==> config.mk <==
export PLATFORM = sky130hd
export DESIGN_NAME = wdg_timer
export DESIGN_NICKNAME = d
export VERILOG_FILES = /design/src/rtl/wdg_pkg.sv /design/src/rtl/wdg_prescaler.sv /design/src/rtl/wdg_expiry.sv /design/src/rtl/wdg_pulse.sv /design/src/rtl/wdg_timer.sv
export SDC_FILE = /design/constraint.sdc
export NUM_CORES = 1
export LEC_CHECK = 0
export ABC_CLOCK_PERIOD_IN_PS = 3450
export BUFFER_PORTS_ARGS = -buffer_cell sky130_fd_sc_hd__buf_2
export CORE_MARGIN = 2
export CORE_UTILIZATION = 56
export CTS_CLUSTER_SIZE = 30
export DETAILED_ROUTE_END_ITERATION = 7
export GPL_ROUTABILITY_DRIVEN = 0
export GPL_TIMING_DRIVEN = 1
export PLACE_DENSITY = 0.81
export RECOVER_POWER = 25
export SLEW_MARGIN = 15
export SYNTH_ARGS = -nofsm -noshare
export SYNTH_HDL_FRONTEND = slang
export SYNTH_SLANG_ARGS = --single-unit
==> constraint.sdc <==
create_clock -name clk -period 3.45 [get_ports clk]
set_input_delay 0.345 -clock clk [delete_from_list [all_inputs] [get_ports clk]]
set_output_delay 0.345 -clock clk [all_outputs]
set_load 0.03 [all_outputs]
==> src/rtl/wdg_pkg.sv <==
package wdg_pkg;

    // Bit positions inside the control/status word.
    localparam int DIV_LSB  = 10;
    localparam int RUN_BIT  = 7;
    localparam int IEN_BIT  = 6;
    localparam int IVL_LSB  = 4;
    localparam int WARN_BIT = 3;
    localparam int RFLG_BIT = 2;
    localparam int REN_BIT  = 1;
    localparam int KICK_BIT = 0;

    typedef struct packed {
        logic [1:0] div;
        logic       run;
        logic       irq_en;
        logic [1:0] ivl;
        logic       warn;
        logic       rflag;
        logic       rst_en;
    } ctrl_t;

    typedef enum logic {
        PH_COUNT = 1'b0,
        PH_GRACE = 1'b1
    } phase_e;

    // log2 of the prescale ratio per code.
    function automatic logic [3:0] div_shift(input logic [1:0] code);
        case (code)
            2'd0:    return 4'd0;
            2'd1:    return 4'd3;
            2'd2:    return 4'd6;
            default: return 4'd11;
        endcase
    endfunction

    function automatic logic [31:0] ctrl_to_word(input ctrl_t c);
        logic [31:0] w;
        w = '0;
        w[DIV_LSB +: 2] = c.div;
        w[RUN_BIT]      = c.run;
        w[IEN_BIT]      = c.irq_en;
        w[IVL_LSB +: 2] = c.ivl;
        w[WARN_BIT]     = c.warn;
        w[RFLG_BIT]     = c.rflag;
        w[REN_BIT]      = c.rst_en;
        return w;
    endfunction

endpackage

==> src/rtl/wdg_prescaler.sv <==
module wdg_prescaler #(
    parameter int TICK_CYC = 25000
) (
    input  logic       clk,
    input  logic       rst,
    input  logic       run,
    input  logic [1:0] div,
    output logic       tick
);
    import wdg_pkg::*;

    logic        base_tick;
    logic [10:0] dcnt;
    logic [10:0] dmax;

    generate
        if (TICK_CYC == 1) begin : g_direct
            assign base_tick = run;
        end else begin : g_count
            localparam int PW = $clog2(TICK_CYC);
            logic [PW-1:0] pcnt;
            always_ff @(posedge clk) begin
                if (rst || !run)                   pcnt <= '0;
                else if (pcnt == PW'(TICK_CYC - 1)) pcnt <= '0;
                else                                pcnt <= pcnt + 1'b1;
            end
            assign base_tick = run && (pcnt == PW'(TICK_CYC - 1));
        end
    endgenerate

    assign dmax = 11'((12'd1 << div_shift(div)) - 12'd1);

    always_ff @(posedge clk) begin
        if (rst || !run)     dcnt <= '0;
        else if (base_tick)  dcnt <= (dcnt == dmax) ? '0 : dcnt + 1'b1;
    end

    assign tick = base_tick && (dcnt == dmax);

endmodule

==> src/rtl/wdg_expiry.sv <==
module wdg_expiry #(
    parameter int IVL_BASE    = 1024,
    parameter int GRACE_TICKS = 1024
) (
    input  logic       clk,
    input  logic       rst,
    input  logic       run,
    input  logic       tick,
    input  logic [1:0] ivl,
    input  logic       irq_en,
    input  logic       rst_en,
    output logic       warn,
    output logic       fire
);
    import wdg_pkg::*;

    localparam int IW = $clog2(IVL_BASE * 64 + 1);
    localparam int GW = $clog2(GRACE_TICKS + 1);

    phase_e        phase;
    logic [IW-1:0] icnt;
    logic [IW-1:0] ilim;
    logic [GW-1:0] gcnt;
    logic          ivl_done;
    logic          grace_done;

    assign ilim       = IW'(IVL_BASE) << {ivl, 1'b0};
    assign ivl_done   = tick && (phase == PH_COUNT) && (icnt == ilim - IW'(1));
    assign grace_done = tick && (phase == PH_GRACE) && (gcnt == GW'(GRACE_TICKS - 1));
    assign warn       = ivl_done && irq_en;
    assign fire       = rst_en && ((ivl_done && !irq_en) || grace_done);

    always_ff @(posedge clk) begin
        if (rst || !run) begin
            phase <= PH_COUNT;
            icnt  <= '0;
            gcnt  <= '0;
        end else if (phase == PH_COUNT) begin
            if (ivl_done) begin
                icnt <= '0;
                gcnt <= '0;
                if (irq_en) phase <= PH_GRACE;
            end else if (tick) begin
                icnt <= icnt + 1'b1;
            end
        end else begin
            if (grace_done) begin
                phase <= PH_COUNT;
                gcnt  <= '0;
            end else if (tick) begin
                gcnt <= gcnt + 1'b1;
            end
        end
    end

endmodule

==> src/rtl/wdg_pulse.sv <==
module wdg_pulse #(
    parameter int RST_PULSE = 16
) (
    input  logic clk,
    input  logic rst,
    input  logic fire,
    output logic pulse
);
    localparam int RW = $clog2(RST_PULSE + 1);

    logic [RW-1:0] cnt;

    always_ff @(posedge clk) begin
        if (rst)             cnt <= '0;
        else if (fire)       cnt <= RW'(RST_PULSE);
        else if (cnt != '0)  cnt <= cnt - 1'b1;
    end

    assign pulse = (cnt != '0);

endmodule

==> src/rtl/wdg_timer.sv <==
module wdg_timer #(
    parameter int TICK_CYC    = 25000,
    parameter int IVL_BASE    = 1024,
    parameter int GRACE_TICKS = 1024,
    parameter int RST_PULSE   = 16
) (
    input  logic        clk,
    input  logic        rst,
    input  logic        wr_en,
    input  logic [31:0] wr_data,
    output logic [31:0] rd_data,
    output logic        irq,
    output logic        sys_rst
);
    import wdg_pkg::*;

    ctrl_t      ctrl;
    logic [1:0] w_div;
    logic [1:0] w_ivl;
    logic       restart;
    logic       run;
    logic       tick;
    logic       warn;
    logic       fire;
    logic       unused_bits;

    assign w_div   = wr_data[DIV_LSB +: 2];
    assign w_ivl   = wr_data[IVL_LSB +: 2];
    assign restart = wr_en && (wr_data[KICK_BIT] || (w_div != ctrl.div) || (w_ivl != ctrl.ivl));
    assign run     = ctrl.run && !restart;
    assign unused_bits = ^{wr_data[31:12], wr_data[9:8]};

    wdg_prescaler #(.TICK_CYC(TICK_CYC)) i_pre (
        .clk  (clk),
        .rst  (rst),
        .run  (run),
        .div  (ctrl.div),
        .tick (tick)
    );

    wdg_expiry #(.IVL_BASE(IVL_BASE), .GRACE_TICKS(GRACE_TICKS)) i_exp (
        .clk    (clk),
        .rst    (rst),
        .run    (run),
        .tick   (tick),
        .ivl    (ctrl.ivl),
        .irq_en (ctrl.irq_en),
        .rst_en (ctrl.rst_en),
        .warn   (warn),
        .fire   (fire)
    );

    wdg_pulse #(.RST_PULSE(RST_PULSE)) i_pulse (
        .clk   (clk),
        .rst   (rst),
        .fire  (fire),
        .pulse (sys_rst)
    );

    always_ff @(posedge clk) begin
        if (rst) begin
            ctrl <= '0;
        end else if (fire) begin
            ctrl       <= '0;
            ctrl.rflag <= 1'b1;
        end else begin
            if (wr_en) begin
                ctrl.div    <= w_div;
                ctrl.run    <= wr_data[RUN_BIT];
                ctrl.irq_en <= wr_data[IEN_BIT];
                ctrl.ivl    <= w_ivl;
                ctrl.rst_en <= wr_data[REN_BIT];
                ctrl.warn   <= ctrl.warn  & ~wr_data[WARN_BIT];
                ctrl.rflag  <= ctrl.rflag & ~wr_data[RFLG_BIT];
            end
            if (warn) ctrl.warn <= 1'b1;
        end
    end

    assign rd_data = ctrl_to_word(ctrl);
    assign irq     = ctrl.warn && ctrl.irq_en;

endmodule

==> results of run 1 <==
==> registers in the layout (all words and copies together) (netlist names) <==
signal	flops
rd_data	9
i_exp.icnt	17
i_exp.gcnt	11
i_pulse.cnt	5
i_pre.dcnt	11
i_pre.g_count.pcnt	15
i_exp.phase	1
==> layer usage <==
metal | vias up | share of wire | wire (um)
met2 | 92 | 0.47 | 3830
met3 | 10 | 0.043 | 352
met5 | - | 0 | 0
li1 | 1707 | - | -
met1 | 1603 | 0.47 | 3820
met4 | 0 | 0.014 | 117
==> power breakdown <==
part	switching (mW)	leakage, nW	total, mW	internal (mW)
logic	0.202	0.795	0.310	0.108
clock network	0.302	0.101	0.669	0.367
registers	0.0287	0.558	0.859	0.830
==> through the flow <==
| stage | hold slack, ns | utilization |
|---|---|---|
| 2_1_floorplan | 0.414 | - |
| 3_3_place_gp | 0.444 | 0.594 |
| 3_5_place_dp | 0.447 | 0.594 |
| 4_1_cts | 0.201 | 0.624 |
| 5_1_grt | 0.203 | 0.622 |
| 6_report | 0.207 | 0.622 |
==> critical path: cells and delay by family, from the launching register on <==
kind	cells	cell delay (ns)
and+or+nand+nor	3	1.17
AOI/OAI and AO/OA	3	0.70
DFF	1	0.48
adders and majority gates	1	0.36
buffers and inverters	2	0.31
==> worst min-delay path by stage <==
stage	start	endpoint	slack, ns	cells past startpoint
floorplan	rst	i_pulse.cnt[4]	0.41	1
global placement	rd_data[2]	rd_data[2]	0.44	2
detailed placement	rd_data[2]	rd_data[2]	0.45	2
CTS	rst	i_pulse.cnt[4]	0.20	2
global route	rst	i_pulse.cnt[4]	0.20	2
finish	rst	i_pulse.cnt[4]	0.21	2
==> kinds of logic after synthesis <==
logic type,share of synthesized area
AOI/OAI and AO/OA,0.147
other,0.000950
xor gates and xnor gates,0.0710
muxes,0.0127
buffers and inverters,0.0786
DFF,0.350
adders and majority gates,0.0380
and+or+nand+nor,0.302
==> final cells by class <==
type,instances,area [um^2]
clock inverters,4,47.5
multi-input cells,372,2340
flip-flops and latches,69,1380
clock buffers,11,151
fillers,578,2570
well taps,96,120
repair buffers,28,139
inverters,12,45.0
==> cell usage in the layout, fill, tap and decap left out, types with 10 or more instances in the layout <==
| cell type | instances |
|---|---|
| a21oi_1 | 36 |
| and3_1 | 12 |
| buf_2 | 12 |
| clkbuf_1 | 11 |
| clkbuf_8 | 11 |
| conb_1 | 23 |
| dfxtp_1 | 69 |
| ha_1 | 12 |
| inv_1 | 12 |
| nand2_1 | 32 |
| nand3_1 | 17 |
| nand4_1 | 16 |
| nor2_1 | 55 |
| o21ai_0 | 11 |
| o31ai_1 | 12 |
| or3_1 | 14 |
| or4_1 | 10 |
| xnor2_1 | 10 |
| xor2_1 | 22 |
==> flow_metrics.py, run 1 <==
metrics = {
    "logic_synthesis": {
        "ys_ff_latch": 69,
        "synth_edf_count": 0,
        "ys_top_cells_by_area": "dfxtp_1, nor2_1, buf_4",
        "synth-main-ff-cell": "dfxtp_1",
        "syn_inst": 472,
        "synthesis.area_um2": 3950,
        "yosysTopAreaCell": "dfxtp_1",
        "synth_area_per_cell_um2": 8.37,
        "yosysMostFrequentCell": "dfxtp_1",
        "ys_types": 59,
        "ys_seq_area_frac": 0.350,
        "yosysWarnings": 0,
        "yosys.area.top_type_share": 0.350,
        "yosys-top-cells-count": "dfxtp_1, nor2_1, a21oi_1",
        "ys_async_sr_fraction": 0,
    },
    "timing": {
        "max_slew.worst_pin.slew_ns": 0.573,
        "skew_ns": 0.0103,
        "final.min_clock_period_ns": 3.09,
        "fin_crit_sh": 0.895,
        "finalHoldViolCount": 0,
        "maxSlewHeadroom": 0.615,
        "rsz0062_at_grt": "no",
        "setup_tns_ns": 0,
        "drv_slew": 0,
        "setup_violations": 0,
        "max_freq_ghz": 0.324,
        "fin_ws_ns": 0.361,
    },
    "global_routing": {
        "gr-usage-all-layers": 0.213,
        "grt_pass1_wl_um": 13200,
        "antenna_found_initial": 0,
        "grt_util_met2": 0.344,
        "grt.busiest_layer": "met2",
        "use_met3": 0.0405,
        "grt_start_max_net_pins": 33,
        "grt_util_met1": 0.273,
        "grt_remaining_overflow": 0,
        "grt_pass1_vias": 3048,
    },
    "setup_path": {
        "worstSetupStartpoint": "rd_data[11]",
        "cp-start-kind": "register",
        "r2r_slack_ns": 0.36,
        "cpMaxStageDelayCell": "or4_1",
        "critPathCaptureType": "register",
        "path_class": "register to register",
        "crit_arrival_ns": 3.37,
        "reg2reg_from": "rd_data[11]",
        "max_stage_delay_ns": 0.67,
        "timing.rr.end": "rd_data[3]",
        "cp-endpoint": "rd_data[3]",
        "cp_cell_sequence": "inv_1, ha_1, nand2b_1, a22oi_1, a2111oi_1, buf_4, nand4_4, or4_1, a21oi_1",
        "worstRegToRegCells": 9,
        "worstPathRequired_ns": 3.73,
        "path_max_fanout": 32,
    },
    "power_and_ir_drop": {
        "p_per_area_nw_per_um2": 435,
        "p_leak_nw": 1.45,
        "power.total_mw": 1.84,
        "ir_worst_vdd_uv": 171,
    },
    "cts": {
        "post_cts_buffers": 0,
        "cts_max_level": 3,
        "clock_latency_ns": 0.35,
        "hold_buffers": 0,
        "cts_tree": "built",
        "cts-root-buf": "clkbuf_8",
        "cts_resized": 0,
        "cts.clk_slew.worst_paths_ns": 0.08,
        "clk_path_buf_depth": 2,
        "cts_sinks": 69,
        "numCtsBuffers": 9,
    },
    "route": {
        "ant_nets": 0,
        "wire_per_inst_um": 13.7,
        "drt_pass1_iterations": 4,
        "vias_per_cell": 5.76,
        "drt_iter0_drc": 158,
        "drc": 0,
        "routed_wl_um": 8120,
        "via_count": 3412,
    },
    "placement": {
        "io_buffers": 23,
        "post-place-ws_ns": 0.392,
        "placed_cells": 577,
        "dpl_cell_area_um2": 4040,
        "hpwlAfterDp_um": 5700,
    },
    "final_layout": {
        "fin_nets": 539,
        "antenna-diode-count": 0,
        "area_delta_synth_final_pct": 6.97,
        "finalInstanceArea_um2": 4220,
        "drive_above_1_share": 0.0927,
        "fin_cells": 592,
    },
    "floorplanning": {
        "die_y_um": 88.0,
        "fp.dieW_um": 88.0,
        "dieArea_um2": 7740,
        "core_area_um2": 6790,
        "io-pin-count": 69,
        "start_util": 0.581,
        "num_rows": 30,
    },
    "min_path": {
        "hp-class": "input port to register",
    },
    "status": {
        "status": "complete, no violations",
    },
    "job": {
        "drv_cap": 0,
    },
}
Note: power is estimated with default switching activity, not from simulation.
==> run 2: changes to the inputs <==
SYNTH_HIERARCHICAL = 1   (was unset)
==> run 2 against run 1 <==
Core utilization increased by 0.68 points. Largest cell class unchanged. Critical path type unchanged. Sequential power down 1%. First-iteration DRC count is 0.63% lower. Register-to-register slack lost 0.18 ns. Via count fell by 4.2%. Clock-buffer cell count is 1 higher. Total power down 3.0%. Sequential share of layout area fell by 0.18 points. Final area increased by 1.1%.
==> flow_metrics.py, run 2 <==
metrics = {
    "min_path": {
        "hp-class": "input port to register",
    },
    "route": {
        "dr.max_layer_used": "met4",
        "drt_pass1_iterations": 4,
        "ant_nets": 0,
        "routed_wl_um": 7900,
        "wire_per_inst_um": 13.4,
        "drc": 0,
        "via_count": 3268,
        "wl_met3_um": 311,
        "met2_length_um": 4000,
        "drt_iter0_drc": 157,
        "vias_per_cell": 5.55,
        "met1_length_um": 3460,
    },
    "logic_synthesis": {
        "synth_area_per_cell_um2": 8.58,
        "yosysWarnings": 6,
        "synthesis.area_um2": 3940,
        "syn_inst": 459,
        "yosys-top-cells-count": "dfxtp_1, nor2_1, nand2_1",
        "ys_top_cells_by_area": "dfxtp_1, xor2_1, nor2_1",
        "synth-main-ff-cell": "dfxtp_1",
        "synth_edf_count": 0,
        "yosysMostFrequentCell": "dfxtp_1",
        "ys_ff_latch": 69,
        "yosysTopAreaCell": "dfxtp_1",
        "yosys.area.top_type_share": 0.351,
        "ys_types": 69,
        "ys_seq_area_frac": 0.351,
        "ys_async_sr_fraction": 0,
    },
    "timing": {
        "max_slew.worst_pin.slew_ns": 0.625,
        "drv_slew": 0,
        "skew_ns": 0.00821,
        "setup_tns_ns": 0,
        "whs_ns": 0.258,
        "final.min_clock_period_ns": 3.27,
        "finalHoldViolCount": 0,
        "max_freq_ghz": 0.306,
        "maxSlewHeadroom": 0.582,
        "setup_violations": 0,
        "fin_crit_sh": 0.948,
    },
    "setup_path": {
        "cp-start-kind": "register",
        "path_max_fanout": 6,
        "crit_arrival_ns": 3.50,
        "worstPathRequired_ns": 3.68,
        "critPathCaptureType": "register",
        "path_class": "register to register",
    },
    "floorplanning": {
        "fp.dieW_um": 87.9,
        "start_util": 0.580,
        "die_y_um": 87.9,
        "io-pin-count": 69,
        "num_rows": 30,
        "core_area_um2": 6790,
        "dieArea_um2": 7720,
    },
    "final_layout": {
        "fin_cells": 589,
        "largest_register_ffs": 17,
        "area_delta_synth_final_pct": 8.45,
        "fillers": 564,
        "reg_top3": "i_exp/icnt x17, i_pre/g_count.pcnt x15",
        "final_common_cell": "dfxtp_1",
        "antenna-diode-count": 0,
        "fin_nets": 534,
        "regMostFlops": "i_exp/icnt",
        "final_cell_mix": "dfxtp_1, nor2_1, nand2_1",
        "finalInstanceArea_um2": 4270,
        "drive_above_1_share": 0.164,
        "final_util": 0.629,
    },
    "power_and_ir_drop": {
        "p_leak_nw": 1.57,
        "clock_power_share": 0.362,
        "ir_worst_vdd_uv": 254,
        "p_per_area_nw_per_um2": 418,
        "internal_power_mw": 1.28,
        "pwr-share-seq": 0.477,
        "p_sw_mw": 0.499,
        "pwr-share-comb": 0.161,
        "p_sw_frac": 0.280,
    },
    "cts": {
        "cts_tree": "built",
        "clk_path_buf_depth": 2,
        "cts_max_level": 3,
        "numCtsBuffers": 9,
        "clock_latency_ns": 0.34,
        "cts.clk_slew.worst_paths_ns": 0.07,
        "cts-root-buf": "clkbuf_8",
        "cts_sinks": 69,
    },
    "global_routing": {
        "grt_pass1_wl_um": 12800,
        "grt_pass1_vias": 2971,
        "gr-usage-all-layers": 0.208,
        "antenna_found_initial": 0,
        "grt_remaining_overflow": 0,
        "grt_start_max_net_pins": 17,
    },
    "status": {
        "status": "complete, no violations",
    },
    "placement": {
        "placed_cells": 570,
        "hpwlAfterDp_um": 5670,
        "dpl_cell_area_um2": 4050,
        "io_buffers": 23,
    },
    "job": {
        "drv_cap": 0,
    },
}
-- run 2: final cells by class --
cell class	instances	area [um^2]	area share
Multi-Input combinational cell	364	2330	0.547
Sequential cell	69	1390	0.325
Timing Repair Buffer	37	208	0.0486
Clock buffer	12	145	0.0340
Tap cell	96	120	0.0281
Clock inverter	4	47.5	0.0111
Inverter	7	26.3	0.00615
-- run 2: metal layers --
| metal | global-route usage | vias up |
|---|---|---|
| li1 | - | 1630 |
| met1 | 0.241 | 1544 |
| met2 | 0.368 | 83 |
| met3 | 0.0509 | 11 |
| met4 | 0.0769 | 0 |
| met5 | 0 | - |
-- run 2: per-stage QoR --
step           power (mW)  setup WS [ns]
6_report             1.78          0.179
4_1_cts              1.80         0.0457
5_1_grt              1.86       -0.00123
3_3_place_gp         1.14         0.0831
2_1_floorplan        1.12        0.00973
3_5_place_dp         1.15        -0.0233
-- run 2: cells by family after synthesis --
group	share of synthesized area
adders and majority gates	0.0350
muxes	0.0153
AOI/OAI and AO/OA	0.123
and+or+nand+nor	0.289
other	0.000952
xor gates and xnor gates	0.100
DFF	0.351
buffers and inverters	0.0858
-- run 2: critical path, cell delays in order (launching register included) --
cell	delay, ns
dfxtp_4	0.38
inv_1	0.08
ha_2	0.22
or3_1	0.36
a211oi_2	0.25
a21oi_2	0.07
nor3_2	0.17
and3_4	0.22
and4b_2	0.30
nand4_4	0.11
a311o_1	0.31
o32ai_1	0.15
and2_4	0.19
or2_0	0.15
buf_4	0.17
nor2_1	0.05
-- run 2: power groups by stage --
| stage | clock (mW) | sequential [mW] | combinational (mW) |
|---|---|---|---|
| floorplan | 0 | 0.871 | 0.248 |
| global placement | 0 | 0.866 | 0.273 |
| detailed placement | 0 | 0.867 | 0.288 |
| CTS | 0.662 | 0.849 | 0.288 |
| global route | 0.688 | 0.853 | 0.316 |
| finish | 0.646 | 0.850 | 0.287 |
-- run 2: final timing paths --
kind / from / endpoint / slack (ns) / depth (start not counted)
worst max-delay path: rd_data[10] / rd_data[10] / 0.18 / 15
worst min-delay path: wr_data[1] / rd_data[1] / 0.26 / 3
worst max register to register: rd_data[10] / rd_data[10] / 0.18 / 15
worst min register to register: i_pre/g_count.pcnt[0] / i_pre/g_count.pcnt[0] / 0.46 / 1
-- run 2: what timing repair did --
action / CTS / global route
setup buffers: 0 / 3
hold buffers: 0 / 0
pin swaps: 0 / 3
resized for setup: 1 / 3
setup endpoints to repair: 6 / 22
==> run 3: changes to the inputs <==
MAX_ROUTING_LAYER = met4   (was unset)
==> run 3 against run 2 <==
Final area stayed put. Largest cell class unchanged. Maximum frequency is 0.17% higher. Die area stayed put. Clock-buffer cell count stayed put. Total power hardly changed. Largest power group unchanged. First-iteration DRC count is 11% higher. Sequential power hardly changed. Sequential share of layout area stayed put. Combinational power hardly changed. Critical endpoint is now rd_data[4]. Clock skew hardly changed. Core utilization stayed put.
==> flow_metrics.py, run 3 (synthesis results as in run 2) <==
metrics = {
    "setup_path": {
        "path_class": "register to register",
        "worstRegToRegCells": 15,
        "worstPathRequired_ns": 3.68,
        "crit_arrival_ns": 3.50,
        "path_max_fanout": 6,
        "timing.rr.end": "rd_data[4]",
        "reg2reg_from": "rd_data[10]",
        "cp-start-kind": "register",
        "r2r_slack_ns": 0.18,
        "critPathCaptureType": "register",
    },
    "floorplanning": {
        "fp.dieW_um": 87.9,
        "io-pin-count": 69,
        "die_y_um": 87.9,
        "num_rows": 30,
        "core_area_um2": 6790,
        "dieArea_um2": 7720,
        "start_util": 0.580,
    },
    "timing": {
        "max_slew.worst_pin.slew_ns": 0.617,
        "setup_violations": 0,
        "maxSlewHeadroom": 0.588,
        "final.min_clock_period_ns": 3.27,
        "fin_crit_sh": 0.946,
        "finalHoldViolCount": 0,
        "max_freq_ghz": 0.306,
        "drv_slew": 0,
        "skew_ns": 0.00780,
    },
    "global_routing": {
        "antenna_found_initial": 0,
        "grt_pass1_wl_um": 12800,
        "grt_pass1_vias": 2979,
        "grt_start_max_net_pins": 17,
        "grt_remaining_overflow": 0,
        "gr-usage-all-layers": 0.214,
        "grt_util_met2": 0.369,
        "use_met3": 0.0509,
        "grt.busiest_layer": "met2",
        "grt_util_met1": 0.241,
    },
    "cts": {
        "cts-root-buf": "clkbuf_8",
        "cts_tree": "built",
        "cts_max_level": 3,
        "cts_sinks": 69,
        "clock_latency_ns": 0.34,
        "cts.clk_slew.worst_paths_ns": 0.07,
        "clk_path_buf_depth": 2,
        "numCtsBuffers": 9,
    },
    "route": {
        "vias_per_cell": 5.60,
        "drc": 0,
        "routed_wl_um": 7900,
        "ant_nets": 0,
        "drt_iter0_drc": 175,
        "via_count": 3298,
        "wire_per_inst_um": 13.4,
        "drt_pass1_iterations": 5,
    },
    "final_layout": {
        "final_util": 0.629,
        "largest_register_ffs": 17,
        "regMostFlops": "i_exp/icnt",
        "fin_nets": 534,
        "finalInstanceArea_um2": 4270,
        "fin_cells": 589,
        "antenna-diode-count": 0,
        "area_delta_synth_final_pct": 8.45,
        "fillers": 564,
        "final_cell_mix": "dfxtp_1, nor2_1, nand2_1",
        "final_common_cell": "dfxtp_1",
        "reg_top3": "i_exp/icnt x17, i_pre/g_count.pcnt x15",
        "drive_above_1_share": 0.164,
    },
    "min_path": {
        "hold_path_end": "rd_data[1]",
        "hp-start": "wr_data[1]",
        "hp-class": "input port to register",
        "min_delay_path_depth": 3,
    },
    "job": {
        "drv_cap": 0,
    },
    "placement": {
        "placed_cells": 570,
        "hpwlAfterDp_um": 5670,
        "dpl_cell_area_um2": 4050,
        "io_buffers": 23,
    },
    "power_and_ir_drop": {
        "p_leak_nw": 1.57,
        "p_per_area_nw_per_um2": 418,
        "ir_worst_vdd_uv": 254,
    },
    "status": {
        "status": "complete, no violations",
    },
}
[run 3: through the flow]
stage	worst slack, ns	hold WS [ns]	total power [mW]	TNS (ns)
2_1_floorplan	0.00973	0.414	1.12	0
3_3_place_gp	0.0831	0.431	1.14	0
3_5_place_dp	-0.0233	0.445	1.15	-0.0919
4_1_cts	0.0457	0.250	1.80	0
5_1_grt	-0.00127	0.254	1.86	-0.00127
6_report	0.185	0.258	1.78	0
[run 3: power breakdown]
| group | total [mW] | switching [mW] | leakage (nW) | internal [mW] |
|---|---|---|---|---|
| sequential | 0.850 | 0.0269 | 0.559 | 0.823 |
| combinational | 0.288 | 0.178 | 0.918 | 0.110 |
| clock | 0.646 | 0.294 | 0.0964 | 0.352 |
| total | 1.78 | 0.499 | 1.57 | 1.28 |
[run 3: layer usage]
layer  vias up  share of wire
met5         -              0
met4         0          0.018
met3        14          0.039
met2        90           0.51
met1      1564           0.44
li1       1630              -
[run 3: worst max path at each step]
stage	start	to	slack (ns)	cells after the start
2_1_floorplan	rd_data[11]	rd_data[11]	0.01	16
3_3_place_gp	rd_data[11]	rd_data[11]	0.08	15
3_5_place_dp	rd_data[11]	rd_data[10]	-0.02	15
4_1_cts	rd_data[11]	rd_data[4]	0.05	15
5_1_grt	rd_data[10]	rd_data[10]	-0.001	15
6_report	rd_data[10]	rd_data[4]	0.18	15
[run 3: cell type report]
type	count	area, um^2	share of cell area
Clock inverter	4	47.5	0.0111
Multi-Input combinational cell	364	2330	0.547
Inverter	7	26.3	0.00615
Sequential cell	69	1390	0.325
Timing Repair Buffer	37	208	0.0486
Clock buffer	12	145	0.0340
Tap cell	96	120	0.0281
[run 3: critical path, cell delays in order (launching register included)]
cell	delay, ns
dfxtp_4	0.38
inv_1	0.08
ha_2	0.22
or3_1	0.36
a211oi_2	0.25
a21oi_2	0.07
nor3_2	0.17
and3_4	0.22
and4b_2	0.30
nand4_4	0.11
a311o_1	0.31
o32ai_1	0.14
and2_4	0.19
or2_0	0.15
buf_4	0.17
nor2_1	0.05
[run 3: timing repair]
item | 4_1_cts | 5_1_grt
hold buffers | 0 | 0
resized for setup | 1 | 3
endpoints found under the hold margin | 0 | 0
buffers inserted | 0 | 3
setup endpoints to repair | 6 | 22
pin swaps | 0 | 3
